===== src/rtl/pm_irq_pkg.sv =====
`timescale 1ns/1ps
package pm_irq_pkg;
  localparam int DW        = 32;
  localparam int TMR_N     = 3;
  localparam int TMR_HI    = 31;
  localparam int WAKE_N    = 2;
  localparam int WAKE0_POS = 28;

  typedef enum logic [1:0] {
    RA_WMASK0 = 2'd0,
    RA_WMASK1 = 2'd1,
    RA_ENABLE = 2'd2,
    RA_STATUS = 2'd3
  } reg_addr_e;

  // bits of enable/status that exist
  function automatic logic [DW-1:0] f_impl_mask();
    logic [DW-1:0] m;
    m = '0;
    for (int i = 0; i < TMR_N; i++) m[TMR_HI-i] = 1'b1;
    for (int j = 0; j < WAKE_N; j++) m[WAKE0_POS-j] = 1'b1;
    return m;
  endfunction

  // place timer and wake requests at their status positions
  function automatic logic [DW-1:0] f_src_vec(input logic [TMR_N-1:0] tmr,
                                               input logic [WAKE_N-1:0] wake);
    logic [DW-1:0] v;
    v = '0;
    for (int i = 0; i < TMR_N; i++) v[TMR_HI-i] = tmr[i];
    for (int j = 0; j < WAKE_N; j++) v[WAKE0_POS-j] = wake[j];
    return v;
  endfunction

  // new sets win over write-1 clears
  function automatic logic [DW-1:0] f_stat_next(input logic [DW-1:0] stat,
                                                 input logic [DW-1:0] src,
                                                 input logic [DW-1:0] en,
                                                 input logic [DW-1:0] clr);
    return ((stat & ~clr) | (src & en)) & f_impl_mask();
  endfunction
endpackage


===== src/rtl/pm_wake_detect.sv =====
`timescale 1ns/1ps
module pm_wake_detect
  import pm_irq_pkg::*;
#(
  parameter logic [DW-1:0] SEL_LOCK = '0
) (
  input  logic          clk,
  input  logic          rst_n,
  input  logic          sel_we,
  input  logic [DW-1:0] sel_wdata,
  input  logic [DW-1:0] events_i,
  output logic [DW-1:0] sel_q,
  output logic          hit_o
);
  localparam logic [DW-1:0] SEL_OPEN = ~SEL_LOCK;

  logic [DW-1:0] ev_prev;
  logic [DW-1:0] ev_rise;

  always_ff @(posedge clk) begin
    if (!rst_n) begin
      sel_q   <= '0;
      ev_prev <= '0;
    end else begin
      ev_prev <= events_i;
      if (sel_we) sel_q <= sel_wdata & SEL_OPEN;
    end
  end

  // edge detect, independent of any power state
  assign ev_rise = events_i & ~ev_prev;
  assign hit_o   = |(ev_rise & sel_q);
endmodule


===== src/rtl/pm_irq_status.sv =====
`timescale 1ns/1ps
module pm_irq_status
  import pm_irq_pkg::*;
(
  input  logic          clk,
  input  logic          rst_n,
  input  logic          en_we,
  input  logic          clr_we,
  input  logic [DW-1:0] wdata,
  input  logic [DW-1:0] src,
  output logic [DW-1:0] en_q,
  output logic [DW-1:0] stat_q
);
  localparam logic [DW-1:0] IMPL = f_impl_mask();

  logic [DW-1:0] clr_vec;
  assign clr_vec = clr_we ? wdata : '0;

  always_ff @(posedge clk) begin
    if (!rst_n) begin
      en_q   <= '0;
      stat_q <= '0;
    end else begin
      if (en_we) en_q <= wdata & IMPL;
      stat_q <= f_stat_next(stat_q, src, en_q, clr_vec);
    end
  end
endmodule


===== src/rtl/pm_irq_collect.sv =====
`timescale 1ns/1ps
module pm_irq_collect
  import pm_irq_pkg::*;
#(
  parameter logic [DW-1:0] W1_LOCK = 32'h0000_00F0
) (
  input  logic             clk,
  input  logic             rst_n,
  input  logic             reg_wr,
  input  logic [1:0]       reg_addr,
  input  logic [DW-1:0]    reg_wdata,
  output logic [DW-1:0]    reg_rdata,
  input  logic [DW-1:0]    events_i,
  input  logic [TMR_N-1:0] tmr_req_i,
  output logic             smi_n_o
);
  reg_addr_e      ra;
  logic [DW-1:0]  sel_q [WAKE_N];
  logic [WAKE_N-1:0] wake_hit;
  logic [DW-1:0]  src_vec;
  logic [DW-1:0]  en_q;
  logic [DW-1:0]  stat_q;
  logic           en_we;
  logic           stat_clr_we;

  assign ra          = reg_addr_e'(reg_addr);
  assign en_we       = reg_wr && (ra == RA_ENABLE);
  assign stat_clr_we = reg_wr && (ra == RA_STATUS);

  for (genvar g = 0; g < WAKE_N; g++) begin : g_wake
    localparam reg_addr_e MY_RA = (g == 0) ? RA_WMASK0 : RA_WMASK1;
    localparam logic [DW-1:0] LOCK = (g == 1) ? W1_LOCK : '0;
    pm_wake_detect #(.SEL_LOCK(LOCK)) u_det (
      .clk      (clk),
      .rst_n    (rst_n),
      .sel_we   (reg_wr && (ra == MY_RA)),
      .sel_wdata(reg_wdata),
      .events_i (events_i),
      .sel_q    (sel_q[g]),
      .hit_o    (wake_hit[g])
    );
  end

  assign src_vec = f_src_vec(tmr_req_i, wake_hit);

  pm_irq_status u_stat (
    .clk   (clk),
    .rst_n (rst_n),
    .en_we (en_we),
    .clr_we(stat_clr_we),
    .wdata (reg_wdata),
    .src   (src_vec),
    .en_q  (en_q),
    .stat_q(stat_q)
  );

  always_comb begin
    unique case (ra)
      RA_WMASK0: reg_rdata = sel_q[0];
      RA_WMASK1: reg_rdata = sel_q[1];
      RA_ENABLE: reg_rdata = en_q;
      default:   reg_rdata = stat_q;
    endcase
  end

  assign smi_n_o = ~|stat_q;
endmodule


===== config.mk =====
export PLATFORM = sky130hd
export DESIGN_NAME = pm_irq_collect
export DESIGN_NICKNAME = d
export VERILOG_FILES = /design/src/rtl/pm_irq_pkg.sv /design/src/rtl/pm_wake_detect.sv /design/src/rtl/pm_irq_status.sv /design/src/rtl/pm_irq_collect.sv
export SDC_FILE = /design/constraint.sdc
export NUM_CORES = 1
export LEC_CHECK = 0
export ABC_CLOCK_PERIOD_IN_PS = 4100
export BUFFER_PORTS_ARGS = -buffer_cell sky130_fd_sc_hd__clkbuf_2
export CAP_MARGIN = 20
export CORE_MARGIN = 1.5
export CORE_UTILIZATION = 35
export DETAILED_ROUTE_END_ITERATION = 12
export HOLD_SLACK_MARGIN = 0.02
export PLACE_DENSITY_LB_ADDON = 0.05
export SLEW_MARGIN = 30
export SYNTH_ARGS = -nofsm -noshare
export SYNTH_HDL_FRONTEND = slang
export SYNTH_SLANG_ARGS = --single-unit

===== constraint.sdc =====
create_clock -name clk -period 4.1 [get_ports clk]
set_input_delay 0.82 -clock clk [delete_from_list [all_inputs] [get_ports clk]]
set_output_delay 0.82 -clock clk [all_outputs]
set_load 0.01 [all_outputs]

# Word-level counts from Yosys, hierarchy flattened
# Cells that the tools add are included.
[classes] n_lt_le_gt_ge=0 eq_ne=3 div_mod_pow=0 n_bitwise=8 mux=2 shifts=0 n_mul=0 n_addsub=0 reduce_logical=9
[ops] op="$and A32 B32 Y32" count=5
[ops] op="$pmux W32 S3" count=1
[ops] op="$reduce_or A32 Y1" count=3
[ops] op="$not A32 Y32" count=2
[ops] op="$mux W32" count=1
[ops] op="$or A32 B32 Y32" count=1
[ops] op="$eq A2 B2 Y1 const B" count=2
[ops] op="$logic_and A1 B1 Y1" count=4
[ops] op="$eq A2 B1 Y1 const B" count=1
[ops] op="$logic_not A2 Y1" count=1
[ops] op="$logic_not A1 Y1" count=1
[word_totals] in_bits=72 output_inout_bits=33 mem_count=0 mem_bits_ro=0 ram_bits=0 latch_bits=0 regBits=129

# Depth between registers and ports, before layout
# Gate-level depths: netlist of the first run.
[logic_depth] depth_word=6 depth_mapped=7 depth_no_buf=5

# By module
# Synthesis of the first run repeated with hierarchy kept, for this count alone.
[unflattened] cells_unflattened=570 hier_area_um2=6221.0
[modules_own_cells] mod="pm_wake_detect at g_wake[0].u_det" instances=1 area_each_um2=2382.3 cells_per_inst=222
[modules_own_cells] mod="pm_wake_detect at g_wake[1].u_det" instances=1 area_each_um2=2117.0 cells_per_inst=199
[modules_own_cells] mod="pm_irq_collect" instances=1 area_each_um2=918.4 cells_per_inst=57
[modules_own_cells] mod="pm_irq_status" instances=1 area_each_um2=803.3 cells_per_inst=92

# Worst setup path after synthesis of the first run
# Ideal clock, no wire load.
[synth_path] path_type="input to output" start="input reg_addr[1]" end="output reg_rdata[27]" required_time_ns=3.280 cell_stages=3 setup_slack_ns=1.549 arrival_time_ns=1.731 path_buffers=2 cell_sequence="buf_2 -> buf_2 -> mux4_2"
[synth_via] elab_chain_cells=2 word_cells_on_any_way=4
[synth_lines] item="from (decl)" line="pm_irq_collect.sv:10" source="input logic [1:0] reg_addr,"
[synth_lines] item="$eq A2 B2 Y1 (tied with other cells)" line="pm_irq_collect.sv:58" source="unique case (ra)"
[synth_lines] item="$pmux W32 S3 (*)" line="pm_irq_collect.sv:58"
[synth_lines] item="to (decl)" line="pm_irq_collect.sv:12" source="output logic [DW-1:0] reg_rdata,"
# Every way passes the cells marked *; elsewhere a longest branch is shown, timed or not.

# Final worst setup path of the first run
[layout_path] start="input reg_addr[1]" end="output reg_rdata[28]"
# The elaborated chain is that of the path after synthesis.

==> metrics, run 1 <==
status=complete, no violations; Overall Power=0.00219 W; number of pins with negative max-slew slack in the final report=0; worst setup path startpoint=reg_addr[1]; end of the worst register-to-register path=u_stat.stat_q[28]$_SDFF_PN0_; number of vias in the routed layout=3,923; maximum frequency from static timing analysis=324 MHz; number of top-level pins=105; number of standard cells in the layout, taps in and fillers out=about 800; Starting DRT DRC Count=189; post-synthesis area per instance=8.86 um2; number of antenna violations at the first check in global routing=0; top post-synthesis cells by area=dfxtp_1 45%, nand2_1 11%, a21boi_1 10%; DIE AREA=13,700 um2; Final min period=3.09 ns; Core Box Area=12,700 um2; number of enable-type register cells in the synthesized netlist=0; part of the cycle the worst path needs=75.4%; setup bufs post-CTS=0; number of global-route vias before repair=3,744; post-DR wirelength/cell=~17 um; cell area after synthesis=4560 um2; ratio of cells with drive above 1 in the final layout=22.3%; end point of the critical path=reg_rdata[28]; min-delay src=g_wake[1].u_det.sel_q[16]$_SDFFE_PN0P_; number of port buffers=104; Critical Path Sink Type=primary output; cts-stage hold buffer count=0; number of H-tree levels=3; number of warnings printed during yosys synthesis=0; maximum ir drop on the vdd rail=0.282 mV; number of vias per cell=4.99; Crit path required time=3.28 ns; arrival time of data at the critical path endpoint=2.27 ns; wirelength, routed=roughly 14 mm; number of remaining DRC errors=0; slack of the worst reg-to-reg path=about 2.6 ns; CTS buffer count=9; setup repair after global routing missed its margin=false; leading cell type in the layout, fill and taps excluded=nand2_1; Reg clk slew, reported paths=0.07 ns; cell chosen for the clock root=clkbuf_16; post-synth cell types=30; pin slew with the least headroom to its limit=roughly 0.92 ns; finished layout cell area=5540 um2; later-pin clock latency in the skew report=0.36 ns; total power density per cell area=396 nW/um2; commonest non-fill, non-tap cells in the layout=128 x nand2_1, 104 x clkbuf_2, 102 x dfxtp_1; max capacitance violation total=0; routability congestion estimate=0.777; setup tns final=0 ns; clock tree skew after final layout=0.00670 ns; kind of path behind the tightest hold check=reg -> reg; vertical extent of the die=117 um; antenna violation net count after detailed routing=0; TritonCTS clock tree=yes; Cell Rows=41; area leader, netlist=dfxtp_1; number of setup violations in the final report=0; placement-stage cell area=about 5200 um2; area fraction of the dominant cell type after synthesis=44.8%; Reg-to-Reg Start=g_wake[0].u_det.sel_q[28]$_SDFFE_PN0P_; Leak=2.28 nW; max-slew headroom at the worst pin=38.4%; main flop type after synthesis=dfxtp_1; number of cells in the design after placement=770; Sink Count=approximately 100; kind of critical path=in -> out; Detailed Routing Iterations Pass 1=4; Yosys reg bits=102; number of resized instances in the post-cts repair step=0; sequential element share of the synthesized area=44.8%; total routing usage reported by global routing=20.7%; global-route congestion overflow total=0; post-DP HPWL=~9.6 mm; # nets final=681; number of cells on the worst reg-to-reg path=5; width of the die=117 um; layout overhead on the synthesized area=21.6%; Post-synth ARST share=0%; global-route wire length before repair=20.9 mm; maximum clock insertion buffer count=2; maximum fanout count along the critical path=33; element type at the critical path start=primary input; Antenna Cells=0; Starting Density=36.0%; final hold violation count=0; largest net degree at the start of global routing=between 40 and 50; Post-Syn Instances=approximately 500; number of nets produced by synthesis=about 590
registers in the layout, indices dropped and copies added, names as in the netlist:
| signal | cells |
|---|---|
| u_stat.en_q | 5 |
| u_stat.stat_q | 5 |
| g_wake.u_det.ev_prev | 32 |
| g_wake.u_det.sel_q | 60 |
per-layer routing:
metal	global-route usage, %	up-vias	wire [um]
li1	-	1935	-
met1	28.5	1893	6550
met2	33.2	89	6360
met3	5.20	6	627
met4	3.78	0	80
met5	0	-	0
power by group:
part	switching (W)	total [W]	internal [W]
Clock	0.000389	0.000923	0.000534
Combinational	0.000117	0.000218	0.000100
Sequential	0.0000235	0.00105	0.00103
synth_stat cells (all sizes together) (3+ instances only):
library cell and count:
clkbuf 16, dfxtp 102, and2 37, nand4 13, nor4 3, mux4 5
a21boi 61, mux2i 28, nand3b 57, nor2b 9, buf 14, nand2 128
nor2 26, a22oi 3
worst min path at each step:
stage          cells past startpoint  slack [ns]                                      to
6_report                           2        0.47  g_wake[1].u_det.sel_q[16]$_SDFFE_PN0P_
5_1_grt                            2        0.49  g_wake[1].u_det.sel_q[18]$_SDFFE_PN0P_
4_1_cts                            2        0.47   g_wake[0].u_det.sel_q[5]$_SDFFE_PN0P_
3_5_place_dp                       2        0.46  g_wake[1].u_det.sel_q[16]$_SDFFE_PN0P_
3_3_place_gp                       2        0.46  g_wake[1].u_det.sel_q[19]$_SDFFE_PN0P_
2_1_floorplan                      2        0.44   g_wake[1].u_det.sel_q[9]$_SDFFE_PN0P_
cell type report:
cell class	instances	area (um2)
Tap cell	172	215
Fill cell	1315	7130
Clock buffer	10	229
Timing Repair Buffer	113	601
Clock inverter	6	86.3
Sequential cell	102	2040
Inverter	1	3.75
Multi-Input combinational cell	382	2370
metrics by stage:
step	hold slack (ns)	setup slack [ns]	util [%]
after floorplan	0.443	1.55	-
after CTS	0.474	1.01	43.8
final	0.471	1.01	43.8
after global placement	0.459	1.05	41.3
after detailed placement	0.465	1.01	41.3
after global routing	0.493	0.950	43.8
logic make-up after synthesis:
kind of cell	share of synthesized area, %
compound gates	11.2
simple gates	32.0
flops	44.8
buf+inv	3.32
mux	8.61
worst max-delay path: stages:
cell,delay (ns)
clkbuf_2,0.69
mux4_2,0.61
clkbuf_2,0.14
No activity file was read; power rests on OpenSTA's default activity.
==> run 2: changes to the inputs <==
- ABC_AREA: unset -> 1
- ABC_CLOCK_PERIOD_IN_PS: 4100 -> 2600
- clock period: 4.1 -> 2.6 ns (I/O delays scaled with it)
==> run 2 against run 1 <==
Via count is 6.3% higher. Final cell count is 16% higher. Largest power group unchanged. Sequential power is 60% higher. Utilization is 0.75 points lower. Setup slack worse by 0.51 ns. Largest cell class is now sequential cells.
==> metrics, run 2 <==
status=complete, no violations (unchanged); top post-synthesis cells by area=dfxtp_1 46%, nand2_1 11%, o21ai_0 8.0% (was dfxtp_1 45%, nand2_1 11%, a21boi_1 10%); number of warnings printed during yosys synthesis=0 (unchanged); placement-stage cell area=5090 um2 (was 5230 um2); Final Hold Slack=0.368 ns (was 0.471 ns); CTS buffer count=9 (unchanged); number of standard cells in the layout, taps in and fillers out=910 (was 786); global-route wire length before repair=18.7 mm (was 20.9 mm); maximum clock insertion buffer count=2 (unchanged); Starting Density=35.6% (was 36.0%); number of port buffers=104 (unchanged); post-synth cell types=26 (was 30); number of remaining DRC errors=0 (unchanged); wirelength, routed=11.7 mm (was 13.6 mm); cell chosen for the clock root=clkbuf_16 (unchanged); post-DP HPWL=8.30 mm (was 9.59 mm); max-slew headroom at the worst pin=60.6% (was 38.4%); commonest non-fill, non-tap cells in the layout=127 x nand2_1, 104 x clkbuf_2, 102 x dfxtp_1 (was 128 x nand2_1, 104 x clkbuf_2, 102 x dfxtp_1); Core Box Area=12,500 um2 (was 12,700 um2); setup bufs post-CTS=0 (unchanged); maximum fanout count along the critical path=28 (was 33); element type at the critical path start=primary input (unchanged); Sink Count=102 (unchanged); Leak=2.57 nW (was 2.28 nW); post-synthesis area per instance=6.96 um2 (was 8.86 um2); Final min period=roughly 2.1 ns; number of pins with negative max-slew slack in the final report=0 (unchanged); Antenna Cells=0 (unchanged); number of H-tree levels=3 (unchanged); final hold violation count=0 (unchanged); number of global-route vias before repair=3,882 (was 3,744); Post-synth ARST share=0% (unchanged); width of the die=116 um (was 117 um); maximum ir drop on the vdd rail=0.391 mV (was 0.282 mV); flip-flop count of the largest register after layout=60 (unchanged); later-pin clock latency in the skew report=0.34 ns (was 0.36 ns); # nets final=806 (was 681); Crit path required time=2.08 ns (was 3.28 ns); post-DR wirelength/cell=12.9 um (was 17.3 um); Largest delay share family, worst path=buffers and inverters (unchanged); standard cell with the maximum stage delay on the critical path=nand2_2 (was clkbuf_2); pin slew with the least headroom to its limit=0.589 ns (was 0.924 ns); cell chain of the critical path=clkbuf_2 > inv_2 > nand2_2 > o2111ai_1 > clkbuf_2 (was clkbuf_2 > mux4_2 > clkbuf_2); maximum frequency from static timing analysis=476 MHz; Starting DRT DRC Count=240 (was 189); Largest stage delay, worst path=0.34 ns (was 0.69 ns); Post-synth top cells=127 x nand2_1, 102 x dfxtp_1, 93 x inv_1 (was 128 x nand2_1, 102 x dfxtp_1, 61 x a21boi_1); finished layout cell area=5380 um2 (was 5540 um2); clock tree skew after final layout=0.00505 ns (was 0.00670 ns); number of setup violations in the final report=0 (unchanged); end-of-flow core utilization=43.0% (was 43.8%); Yosys reg bits=102 (unchanged); Critical Path Sink Type=primary output (unchanged); cell area after synthesis=4460 um2 (was 4560 um2); setup repair after global routing missed its margin=false (unchanged); number of resized instances in the post-cts repair step=0 (unchanged); Post-Syn Instances=640 (was 515); largest registers ranked by flip-flop count=g_wake.u_det.sel_q x60, g_wake.u_det.ev_prev x32 (unchanged); routability congestion estimate=0.759 (was 0.777); most used standard cell by instance count after synthesis=nand2_1 (unchanged); layout overhead on the synthesized area=20.8% (was 21.6%); antenna violation net count after detailed routing=0 (unchanged); number of vias in the routed layout=4,171 (was 3,923); Critical path buffers and inverters=3 (was 2); area fraction of the dominant cell type after synthesis=45.8% (was 44.8%); ratio of cells with drive above 1 in the final layout=18.7% (was 22.3%); Detailed Routing Iterations Pass 1=5 (was 4); Biggest register=g_wake.u_det.sel_q (unchanged); main flop type after synthesis=dfxtp_1 (unchanged); cts-stage hold buffer count=0 (unchanged); vertical extent of the die=116 um (was 117 um); part of the cycle the worst path needs=80.8%; max capacitance violation total=0 (unchanged); largest net degree at the start of global routing=57 (was 44); setup tns final=0 ns (unchanged); cell with the most instances on the worst path=clkbuf_2 (unchanged); total routing usage reported by global routing=18.2% (was 20.7%); kind of critical path=in -> out (unchanged); number of top-level pins=105 (unchanged); total power density per cell area=634 nW/um2 (was 396 nW/um2); number of enable-type register cells in the synthesized netlist=0 (unchanged); number of nets produced by synthesis=712 (was 587); Cell Rows=41 (unchanged); area leader, netlist=dfxtp_1 (unchanged); sequential element share of the synthesized area=45.8% (was 44.8%); number of vias per cell=4.58 (was 4.99); Reg clk slew, reported paths=0.06 ns (was 0.07 ns); arrival time of data at the critical path endpoint=1.58 ns (was 2.27 ns); kind of path behind the tightest hold check=in -> reg (was reg -> reg); number of antenna violations at the first check in global routing=0 (unchanged); leading cell type in the layout, fill and taps excluded=nand2_1 (unchanged); number of cells in the design after placement=895 (was 770); DIE AREA=13,400 um2 (was 13,700 um2); TritonCTS clock tree=yes (unchanged); global-route congestion overflow total=0 (unchanged)
[run 2: cell count changes in the layout (fill, tap and decap cells not counted), sizes merged, moves of 41 or more]
cell,before,now
nand3b,57,1
inv,1,95
o21ai,2,83
nor2,26,83
a21boi,61,0
a21oi,1,42
nand3,1,67
[run 2: final timing paths]
check | from | to | slack [ns] | depth (start not counted)
worst max register to register | g_wake[0].u_det.sel_q[7]$_SDFFE_PN0P_ | u_stat.stat_q[28]$_SDFF_PN0_ | 1.43 | 10
worst min-delay path | events_i[5] | g_wake[1].u_det.ev_prev[5]$_SDFF_PN0_ | 0.37 | 3
worst max-delay path | reg_addr[1] | reg_rdata[30] | 0.50 | 5
worst min register to register | g_wake[1].u_det.sel_q[12]$_SDFFE_PN0P_ | g_wake[1].u_det.sel_q[12]$_SDFFE_PN0P_ | 0.46 | 2
[run 2: cell families (layout without fill, tap and decap cells)]
group,count (synthesis),in the layout,synth area share (%)
DFF,102,102,45.8
buffers and inverters,125,223,12.2
AOI/OAI and AO/OA,130,130,15.5
and+or+nand+nor,283,283,26.5
[run 2: cell type report]
cell class | count | area (um2)
fill | 1389 | 7130
sequential | 102 | 2040
multi-input combinational | 413 | 1870
timing repair buffer | 111 | 598
inverter | 97 | 367
clock buffer | 10 | 239
tap | 172 | 215
clock inverter | 5 | 50.0
[run 2: where the power goes]
group / switching (W) / internal [W] / total (W)
clock: 0.000578 / 0.000761 / 0.00134
combinational: 0.000244 / 0.000147 / 0.000391
sequential: 0.0000398 / 0.00164 / 0.00168
[run 2: layer usage]
metal  wire length, um  part of all wire, %  global-route usage (%)  vias to the layer above
met1              5580                   48                    23.5                     1859
met4                86                 0.73                    4.15                        0
li1                  -                    -                       -                     2214
met2              5450                   46                    29.6                       92
met3               621                  5.3                    5.75                        6
met5                 0                    0                       0                        -
[run 2: tightest hold or removal path: stages]
cell      delay, ns
clkbuf_2       0.09
nand2_1        0.04
inv_1          0.04
[run 2: per-stage QoR]
stage | total power, W | setup slack (ns)
2_1_floorplan | 0.00195 | 0.917
3_3_place_gp | 0.00211 | 0.513
3_5_place_dp | 0.00212 | 0.461
4_1_cts | 0.00347 | 0.461
5_1_grt | 0.00360 | 0.331
6_report | 0.00341 | 0.500
